[src/rtl/spi3_rx_pkg.sv]
package spi3_rx_pkg;
  typedef enum logic [1:0] {
    FR_SUBADDR,
    FR_WRITE,
    FR_READ,
    FR_DROP
  } frame_state_e;
endpackage

[src/rtl/spi3_sync.sv]
module spi3_sync #(
  parameter int WIDTH  = 3,
  parameter int STAGES = 2,
  parameter logic [WIDTH-1:0] RST_VAL = '0
) (
  input  logic             clk,
  input  logic             rst,
  input  logic [WIDTH-1:0] d_i,
  output logic [WIDTH-1:0] q_o
);
  logic [WIDTH-1:0] chain [STAGES];

  for (genvar s = 0; s < STAGES; s++) begin : g_stage
    always_ff @(posedge clk) begin
      if (rst) chain[s] <= RST_VAL;
      else if (s == 0) chain[s] <= d_i;
      else chain[s] <= chain[(s == 0) ? 0 : s-1];
    end
  end

  assign q_o = chain[STAGES-1];
endmodule

[src/rtl/spi3_shifter.sv]
module spi3_shifter #(
  parameter int BYTE_W = 8
) (
  input  logic              clk,
  input  logic              rst,
  input  logic              cs_act,
  input  logic              sck_rise,
  input  logic              sdi,
  output logic [BYTE_W-1:0] byte_o,
  output logic              byte_done_o,
  output logic              partial_o
);
  localparam int CNT_W = $clog2(BYTE_W);
  localparam logic [CNT_W-1:0] LAST = CNT_W'(BYTE_W-1);

  logic [CNT_W-1:0]  cnt;
  logic [BYTE_W-1:0] shreg;
  logic [BYTE_W-1:0] next_shreg;

  assign next_shreg = {shreg[BYTE_W-2:0], sdi};

  always_ff @(posedge clk) begin
    if (rst || !cs_act) begin
      cnt         <= '0;
      byte_done_o <= 1'b0;
      shreg       <= '0;
      if (rst) byte_o <= '0;
    end else begin
      byte_done_o <= 1'b0;
      if (sck_rise) begin
        shreg <= next_shreg;
        if (cnt == LAST) begin
          cnt         <= '0;
          byte_done_o <= 1'b1;
          byte_o      <= next_shreg;
        end else begin
          cnt <= cnt + 1'b1;
        end
      end
    end
  end

  assign partial_o = (cnt != '0);

  // count is cleared whenever the select is released
  assert_cnt_clear_R8: assert property (@(posedge clk) disable iff (rst)
    !cs_act |=> (cnt == '0));
  // a byte completion is a single-cycle event
  assert_done_pulse_R3: assert property (@(posedge clk) disable iff (rst)
    byte_done_o |=> !byte_done_o);
endmodule

[src/rtl/spi3_frame_ctl.sv]
module spi3_frame_ctl
  import spi3_rx_pkg::*;
#(
  parameter int BYTE_W = 8,
  parameter logic [1:0] SEL_CODE = 2'b01
) (
  input  logic              clk,
  input  logic              rst,
  input  logic              cs_act,
  input  logic              cs_rise,
  input  logic              partial,
  input  logic [BYTE_W-1:0] byte_i,
  input  logic              byte_done,
  output logic [BYTE_W-1:0] data_out,
  output logic              data_valid,
  output logic              first_data,
  output logic              read_request,
  output logic              frame_error,
  output logic              frame_active
);
  localparam int RW_BIT  = BYTE_W - 1;
  localparam int SEL_HI  = BYTE_W - 2;
  localparam int SEL_LO  = BYTE_W - 3;

  frame_state_e state;
  logic         first_pend;

  always_ff @(posedge clk) begin
    if (rst) begin
      state        <= FR_SUBADDR;
      first_pend   <= 1'b0;
      data_out     <= '0;
      data_valid   <= 1'b0;
      first_data   <= 1'b0;
      read_request <= 1'b0;
      frame_error  <= 1'b0;
      frame_active <= 1'b0;
    end else begin
      data_valid   <= 1'b0;
      first_data   <= 1'b0;
      read_request <= 1'b0;
      frame_error  <= cs_rise && partial;
      if (!cs_act) begin
        state        <= FR_SUBADDR;
        first_pend   <= 1'b0;
        frame_active <= 1'b0;
      end else if (byte_done) begin
        case (state)
          FR_SUBADDR: begin
            if (byte_i[SEL_HI:SEL_LO] == SEL_CODE) begin
              frame_active <= 1'b1;
              if (byte_i[RW_BIT]) begin
                state        <= FR_READ;
                read_request <= 1'b1;
              end else begin
                state      <= FR_WRITE;
                first_pend <= 1'b1;
              end
            end else begin
              state <= FR_DROP;
            end
          end
          FR_WRITE: begin
            data_out   <= byte_i;
            data_valid <= 1'b1;
            first_data <= first_pend;
            first_pend <= 1'b0;
          end
          default: ;
        endcase
      end
    end
  end

  // strobes are single cycle and only inside an accepted frame
  assert_valid_pulse_R3: assert property (@(posedge clk) disable iff (rst)
    data_valid |=> !data_valid);
  assert_valid_in_frame_R5: assert property (@(posedge clk) disable iff (rst)
    data_valid |-> frame_active);
  // first marker only accompanies a strobe
  assert_first_with_valid_R4: assert property (@(posedge clk) disable iff (rst)
    first_data |-> data_valid);
  // read request is a single pulse and never alongside data
  assert_read_pulse_R6: assert property (@(posedge clk) disable iff (rst)
    read_request |=> !read_request);
  assert_read_no_data_R6: assert property (@(posedge clk) disable iff (rst)
    read_request |-> !data_valid);
  // frame activity ends once the release is seen
  assert_active_cleared_R10: assert property (@(posedge clk) disable iff (rst)
    cs_rise |=> !frame_active);
  // error pulse is single cycle
  assert_error_pulse_R9: assert property (@(posedge clk) disable iff (rst)
    frame_error |=> !frame_error);
endmodule

[src/rtl/spi3_cmd_rx.sv]
module spi3_cmd_rx #(
  parameter int BYTE_W      = 8,
  parameter int SYNC_STAGES = 2,
  parameter logic [1:0] SEL_CODE = 2'b01
) (
  input  logic              clk,
  input  logic              rst,
  input  logic              cs_n_i,
  input  logic              sck_i,
  input  logic              sdi_i,
  output logic [BYTE_W-1:0] data_out,
  output logic              data_valid,
  output logic              first_data,
  output logic              read_request,
  output logic              frame_error,
  output logic              frame_active
);
  logic [2:0] raw_in, sync_out;
  logic cs_s, sck_s, sdi_s;
  logic cs_d, sck_d;
  logic sck_rise, cs_rise, cs_act;
  logic [BYTE_W-1:0] rx_byte;
  logic rx_done, rx_partial;

  assign raw_in = {cs_n_i, sck_i, sdi_i};

  spi3_sync #(.WIDTH(3), .STAGES(SYNC_STAGES), .RST_VAL(3'b100)) u_sync (
    .clk(clk), .rst(rst), .d_i(raw_in), .q_o(sync_out)
  );

  assign {cs_s, sck_s, sdi_s} = sync_out;

  always_ff @(posedge clk) begin
    if (rst) begin
      cs_d  <= 1'b1;
      sck_d <= 1'b0;
    end else begin
      cs_d  <= cs_s;
      sck_d <= sck_s;
    end
  end

  assign sck_rise = sck_s && !sck_d;
  assign cs_rise  = cs_s && !cs_d;
  assign cs_act   = !cs_s;

  spi3_shifter #(.BYTE_W(BYTE_W)) u_shift (
    .clk(clk), .rst(rst), .cs_act(cs_act), .sck_rise(sck_rise), .sdi(sdi_s),
    .byte_o(rx_byte), .byte_done_o(rx_done), .partial_o(rx_partial)
  );

  spi3_frame_ctl #(.BYTE_W(BYTE_W), .SEL_CODE(SEL_CODE)) u_frame (
    .clk(clk), .rst(rst), .cs_act(cs_act), .cs_rise(cs_rise),
    .partial(rx_partial), .byte_i(rx_byte), .byte_done(rx_done),
    .data_out(data_out), .data_valid(data_valid), .first_data(first_data),
    .read_request(read_request), .frame_error(frame_error),
    .frame_active(frame_active)
  );

  // serial edges are only acted on inside a frame
  assert_edges_gated_R2: assert property (@(posedge clk) disable iff (rst)
    rx_done |-> !cs_s || $past(!cs_s));
endmodule

[config.mk]
export PLATFORM = sky130hd
export DESIGN_NAME = spi3_cmd_rx
export DESIGN_NICKNAME = d
export VERILOG_FILES = /design/src/rtl/spi3_rx_pkg.sv /design/src/rtl/spi3_sync.sv /design/src/rtl/spi3_shifter.sv /design/src/rtl/spi3_frame_ctl.sv /design/src/rtl/spi3_cmd_rx.sv
export SDC_FILE = /design/constraint.sdc
export NUM_CORES = 1
export LEC_CHECK = 0
export BUFFER_PORTS_ARGS = -buffer_cell sky130_fd_sc_hd__buf_2
export CAP_MARGIN = 20
export CORE_MARGIN = 2
export CORE_UTILIZATION = 25
export DETAILED_ROUTE_END_ITERATION = 8
export HOLD_SLACK_MARGIN = 0.15
export SETUP_SLACK_MARGIN = 0.1
export SLEW_MARGIN = 30
export SYNTH_ARGS = -nofsm -noshare
export SYNTH_HDL_FRONTEND = slang
export SYNTH_SLANG_ARGS = --single-unit
[constraint.sdc]
create_clock -name clk -period 5.1 [get_ports clk]
set_clock_uncertainty 0.2 [all_clocks]
set_input_delay 1.275 -clock clk [delete_from_list [all_inputs] [get_ports clk]]
set_output_delay 1.275 -clock clk [all_outputs]
set_load 0.01 [all_outputs]
==> flow_summary.toml, run 1 <==
[logic_synthesis]
netlist.area_leader.share_pct = 45.8
synth_area_um2 = 1530
yosys-top-cells-count = "35 x dfxtp_1, 35 x nand2_1, 19 x a21oi_1"
ys_seq_area_share_pct = 61.5
synth_edf_count = 8
yosys.area.top_type = "dfxtp_1"
synth-async-reset-ratio_pct = 0
synth.area.top_cells = "dfxtp_1 46%, edfxtp_1 16%, nand2_1 8.6%, a21oi_1 6.2%, and2_1 3.7%"
synth_cells = 150
avgSynthCellArea_um2 = 10.2
syn_nets = 158
synth_cell_types = 26
synth-main-ff-cell = "dfxtp_1"
yosysWarningCount = 0
ys_seq_elements = 43

[clock_tree]
cts_sinks = 43
cts_buffer_depth = 2
cts_setup_buffers = 0
cts_buffers = 5
cts_root_buf = "clkbuf_8"
clk_pin_slew_ns = 0.07
hold_buffers = 0
cts_tree = "yes"
clock_latency_ns = 0.30
cts_resized = 0
cts_max_level = 2

[sta]
holdWs_ns = 0.200
rsz0062_at_grt = "false"
finalSetupViolCount = 0
period_minus_slack_ns = 2.35
slew_headroom_pct = 49.2
hold_viol_final = 0
slew_viol_final = 0
worst_pin_slew_ns = 0.761
finalSetupTns_ns = 0
max_freq_mhz = 425
setup_slack_ns = 2.75
fin_crit_sh_pct = 46.1

[cells_and_area]
fillers = 623
insertedDiodeCount = 0
drive_gt1_share_pct = 18.6
fin_nets = 174
multi_input_area_um2 = 533
regArea_um2 = 941
fin_cells = 242
syn_to_final_growth_pct = 14.8

[run]
max-cap-violations = 0

[worst_hold_path]
min_path_type = "flop to flop"
hold_depth = 1

[outcome]
status = "finished, final reports clean"

[global_routing]
antenna_found_initial = 0
grt_pass1_wl_mm = 4.33
track_usage_pct = 8.70
grt-ovfl-total = 0
grt_pass1_vias = 934
grt_max_degree = 20

[place]
dp.cells = 234
gp_congestion = 0.683
dp_hpwl_mm = 1.75
port-buffer-count = 17
dp_slack_ns = 2.43

[worst_setup_path]
crit_cells = 4
cp.arrival_ns = 2.35
worst-setup-path-type = "input pin to flop"
path_cells = "buf_2 > nor2_2 > inv_1 > a211oi_1"
cp_top_family = "buffers and inverters"
cpMaxStageDelayCell = "nor2_2"
rr_worst_depth = 3
critPathLaunchType = "input pin"
cp-end-kind = "flop"
cp_max_fo = 19
critPathRequiredTime_ns = 5.10
cp_slowest_stage_delay_ns = 0.31
path_buf_inv = 2

[detailed_routing]
viasPerCell = 4.03
drtPass1Iterations = 4
vias = 975
routed_wl_mm = 2.46
route.antenna.remaining_nets = 0
drcViolationCount = 0
wl_per_cell_um = 10.2
first_iter_violations = 29

[pwr]
p_leak_nw = 0.642
p_per_area_nw_per_um2 = 331
irDropWorstVdd_mv = 0.126

[floorplan]
die_area_um2 = 6760
die_h_um = 82.2
start_util_pct = 25.8
num_io_pins = 18
core_um2 = 5920
num_rows = 28
die_w_um = 82.2
[stage by stage]
stage | power (mW) | instance area [um2] | util [%]
floorplan | 0.369 | 1530 | -
global placement | 0.372 | 1660 | 28.1
detailed placement | 0.373 | 1660 | 28.1
CTS | 0.587 | 1760 | 29.6
global route | 0.604 | 1760 | 29.6
finish | 0.581 | 1760 | 29.6
[power by group]
group          switching [mW]  total (mW)  internal (mW)
Combinational         0.00768      0.0117        0.00404
Sequential            0.00257       0.353          0.350
Clock                   0.107       0.216          0.109
Total                   0.118       0.581          0.463
[layout by cell type, fill, tap and decap left out, types with 2 or more instances in the layout]
cell,n
clkbuf_8,6
or2_2,2
nor3b_1,2
inv_1,3
a21oi_1,19
and2_1,9
nor2_1,4
dfxtp_1,35
nor2_2,2
buf_2,17
edfxtp_1,8
nor2b_1,7
o21a_1,2
and4bb_2,2
ha_1,3
nand2_1,35
[sequential cells by signal (all words and copies together) (netlist names)]
| register | count |
|---|---|
| u_sync.chain | 6 |
| u_frame.data_valid | 1 |
| u_shift.byte_done_o | 1 |
| u_frame.read_request | 1 |
| u_shift.shreg | 7 |
| cs_d | 1 |
| u_frame.state | 2 |
| u_frame.data_out | 8 |
| u_shift.byte_o | 8 |
| u_frame.frame_error | 1 |
| u_shift.cnt | 3 |
| u_frame.first_pend | 1 |
| sck_d | 1 |
| u_frame.first_data | 1 |
| u_frame.frame_active | 1 |
[kinds of logic after synthesis]
| family | share of synthesized area [%] |
|---|---|
| flops | 61.5 |
| simple gates | 23.6 |
| compound gates | 8.18 |
| buf+inv | 3.60 |
| fa+ha+maj | 2.46 |
| mux | 0.655 |
[layer usage]
metal,share of wire [%],wire length [um],global-route usage [%]
met5,0,0,0
met4,2.6,63,4.50
met3,5.3,130,3.91
met2,43,1060,13.1
met1,49,1210,10.4
[area by class of cell]
type	count	share of cell area (%)
Timing Repair Buffer	17	4.85
Sequential cell	43	53.6
Tap cell	75	5.35
Multi-Input combinational cell	96	30.4
Clock inverter	1	0.285
Clock buffer	7	4.92
Inverter	3	0.641
[path summary, 6_finish.rpt]
| kind | from | slack, ns | end |
|---|---|---|---|
| setup / recovery | rst | 2.75 | u_frame.first_pend |
| hold reg to reg | cs_d | 0.20 | u_frame.frame_error |
| setup reg to reg | u_sync.chain[1][1] | 2.78 | u_shift.byte_o[2] |
| hold / removal | cs_d | 0.20 | u_frame.frame_error |
Note: power is estimated with default switching activity, not from simulation.
==> inputs of run 2 (changes only) <==
Clock period 5.1 ns to 1.93 ns, I/O delays scaled along.
==> run 2 against run 1 <==
  * Worst hold slack got worse by 0.029 ns
  * Flip-flop and latch count unchanged
  * Combinational power grew to 3.1 times the previous value
  * Count of clock-buffer cells in the layout is 2 lower
  * Final area rose by 4.3%
  * Die area stayed put
  * Register-to-register slack got worse by 2.4 ns
  * Setup slack worse by 2.4 ns
  * Highest routed layer unchanged
  * Clock power increased to 3.8 times the previous value
  * Non-clock buffer count is 4 higher
  * Critical path depth rose by 1
  * Core utilization up 1.3 points
==> flow_summary.toml, run 2 (synthesis gave the netlist of run 1 again) <==
[outcome]
status = "finished, final reports clean"

[floorplan]
num_rows = 28
die_h_um = 82.2
die_area_um2 = 6760
core_um2 = 5920
start_util_pct = 25.8
die_w_um = 82.2
num_io_pins = 18

[cells_and_area]
drive_gt1_share_pct = 21.1
syn_to_final_growth_pct = 19.7
fillers = 633
design_area_um2 = 1830
fin_nets = 178
final_cell_mix = "35 x nand2_1, 35 x dfxtp_1, 19 x a21oi_1, 17 x buf_2, 9 x and2_1"
reg_top3 = "u_frame.data_out x8, u_shift.byte_o x8, u_shift.shreg x7"
insertedDiodeCount = 0

[clock_tree]
cts_resized = 0
hold_buffers = 0
cts_sinks = 43
cts_buffers = 5
cts_buffer_depth = 2
cts_root_buf = "clkbuf_8"
clk_pin_slew_ns = 0.08
cts_tree = "yes"
clock_latency_ns = 0.29
cts_max_level = 2
cts_setup_buffers = 0

[global_routing]
grt-ovfl-total = 0
grt_pass1_wl_mm = 4.37
track_usage_pct = 8.88
grt_max_degree = 15
antenna_found_initial = 0
grt_pass1_vias = 1026

[sta]
setup_slack_ns = 0.357
slew_headroom_pct = 71.0
max_freq_mhz = 636
finalSetupViolCount = 0
period_minus_slack_ns = 1.57
holdWs_ns = 0.171
slew_viol_final = 0
rsz0062_at_grt = "false"
fin_crit_sh_pct = 81.5
worst_pin_slew_ns = 0.435
hold_viol_final = 0
finalSetupTns_ns = 0

[place]
port-buffer-count = 17
gp_congestion = 0.653
dp_slack_ns = 0.370
dp_hpwl_mm = 1.70
placed_area_um2 = 1690

[pwr]
p_per_area_nw_per_um2 = 973
p_leak_nw = 0.679
irDropWorstVdd_mv = 0.410

[worst_setup_path]
r2r-start = "u_shift.cnt[0]"
worst-setup-path-type = "flop to flop"
cp.arrival_ns = 1.38
cp-startpoint = "u_shift.cnt[0]"
cp_max_fo = 8
cp-end-kind = "flop"
critPathLaunchType = "flop"
critPathRequiredTime_ns = 1.74

[detailed_routing]
viasPerCell = 3.99
drcViolationCount = 0
first_iter_violations = 18
drtPass1Iterations = 3
routed_wl_mm = 2.41
route.antenna.remaining_nets = 0
wl_per_cell_um = 9.81
vias = 982

[worst_hold_path]
min_path_type = "input pin to flop"
hold_start = "cs_n_i"

[run]
max-cap-violations = 0
-- run 2: changes by cell type in the layout (fill, tap and decap cells not counted) --
| cell | change |
|---|---|
| clkinvlp_4 | +1 |
| bufinv_16 | +2 |
| clkinv_2 | -1 |
| clkbuf_1 | -1 |
| clkbuf_8 | -1 |
| buf_4 | +4 |
-- run 2: power breakdown --
part	total (mW)	leakage [nW]	switching, mW	internal (mW)
clock	0.815	0.0644	0.299	0.516
sequential	0.930	0.366	0.00588	0.924
combinational	0.0357	0.248	0.0207	0.0149
-- run 2: worst paths after layout --
kind	to	cells past startpoint	slack (ns)
setup / recovery	u_shift.byte_o[3]	5	0.36
hold / removal	u_sync.chain[0][2]	2	0.17
setup reg to reg	u_shift.byte_o[3]	5	0.36
hold reg to reg	u_frame.frame_error	1	0.19
-- run 2: per-layer routing --
| metal | share of wire (%) | GRT usage (%) |
|---|---|---|
| met1 | 47 | 8.80 |
| met2 | 47 | 14.7 |
| met3 | 5.3 | 4.57 |
| met4 | 1.2 | 5.50 |
| met5 | 0 | 0 |
-- run 2: stage by stage --
stage / util, % / instances / total power [mW]
after floorplan: - / 150 / 0.975
after detailed placement: 28.6 / 238 / 0.988
after global placement: 28.6 / 238 / 0.988
after global routing: 30.9 / 246 / 1.86
after CTS: 30.9 / 246 / 1.81
final: 30.9 / 246 / 1.78
-- run 2: cell type report --
type | instances | area [um2] | area share, %
clock inverter | 3 | 67.6 | 3.69
clock buffer | 5 | 68.8 | 3.76
multi-input combinational | 96 | 533 | 29.1
timing repair buffer | 21 | 115 | 6.29
tap | 75 | 93.8 | 5.13
inverter | 3 | 11.3 | 0.615
sequential | 43 | 941 | 51.4
-- run 2: worst max-delay path, stage by stage, from the launching register on --
cell and delay (ns):
dfxtp_1 0.37, ha_1 0.18, ha_1 0.17, nand2_1 0.07, o21bai_1 0.12, buf_4 0.18
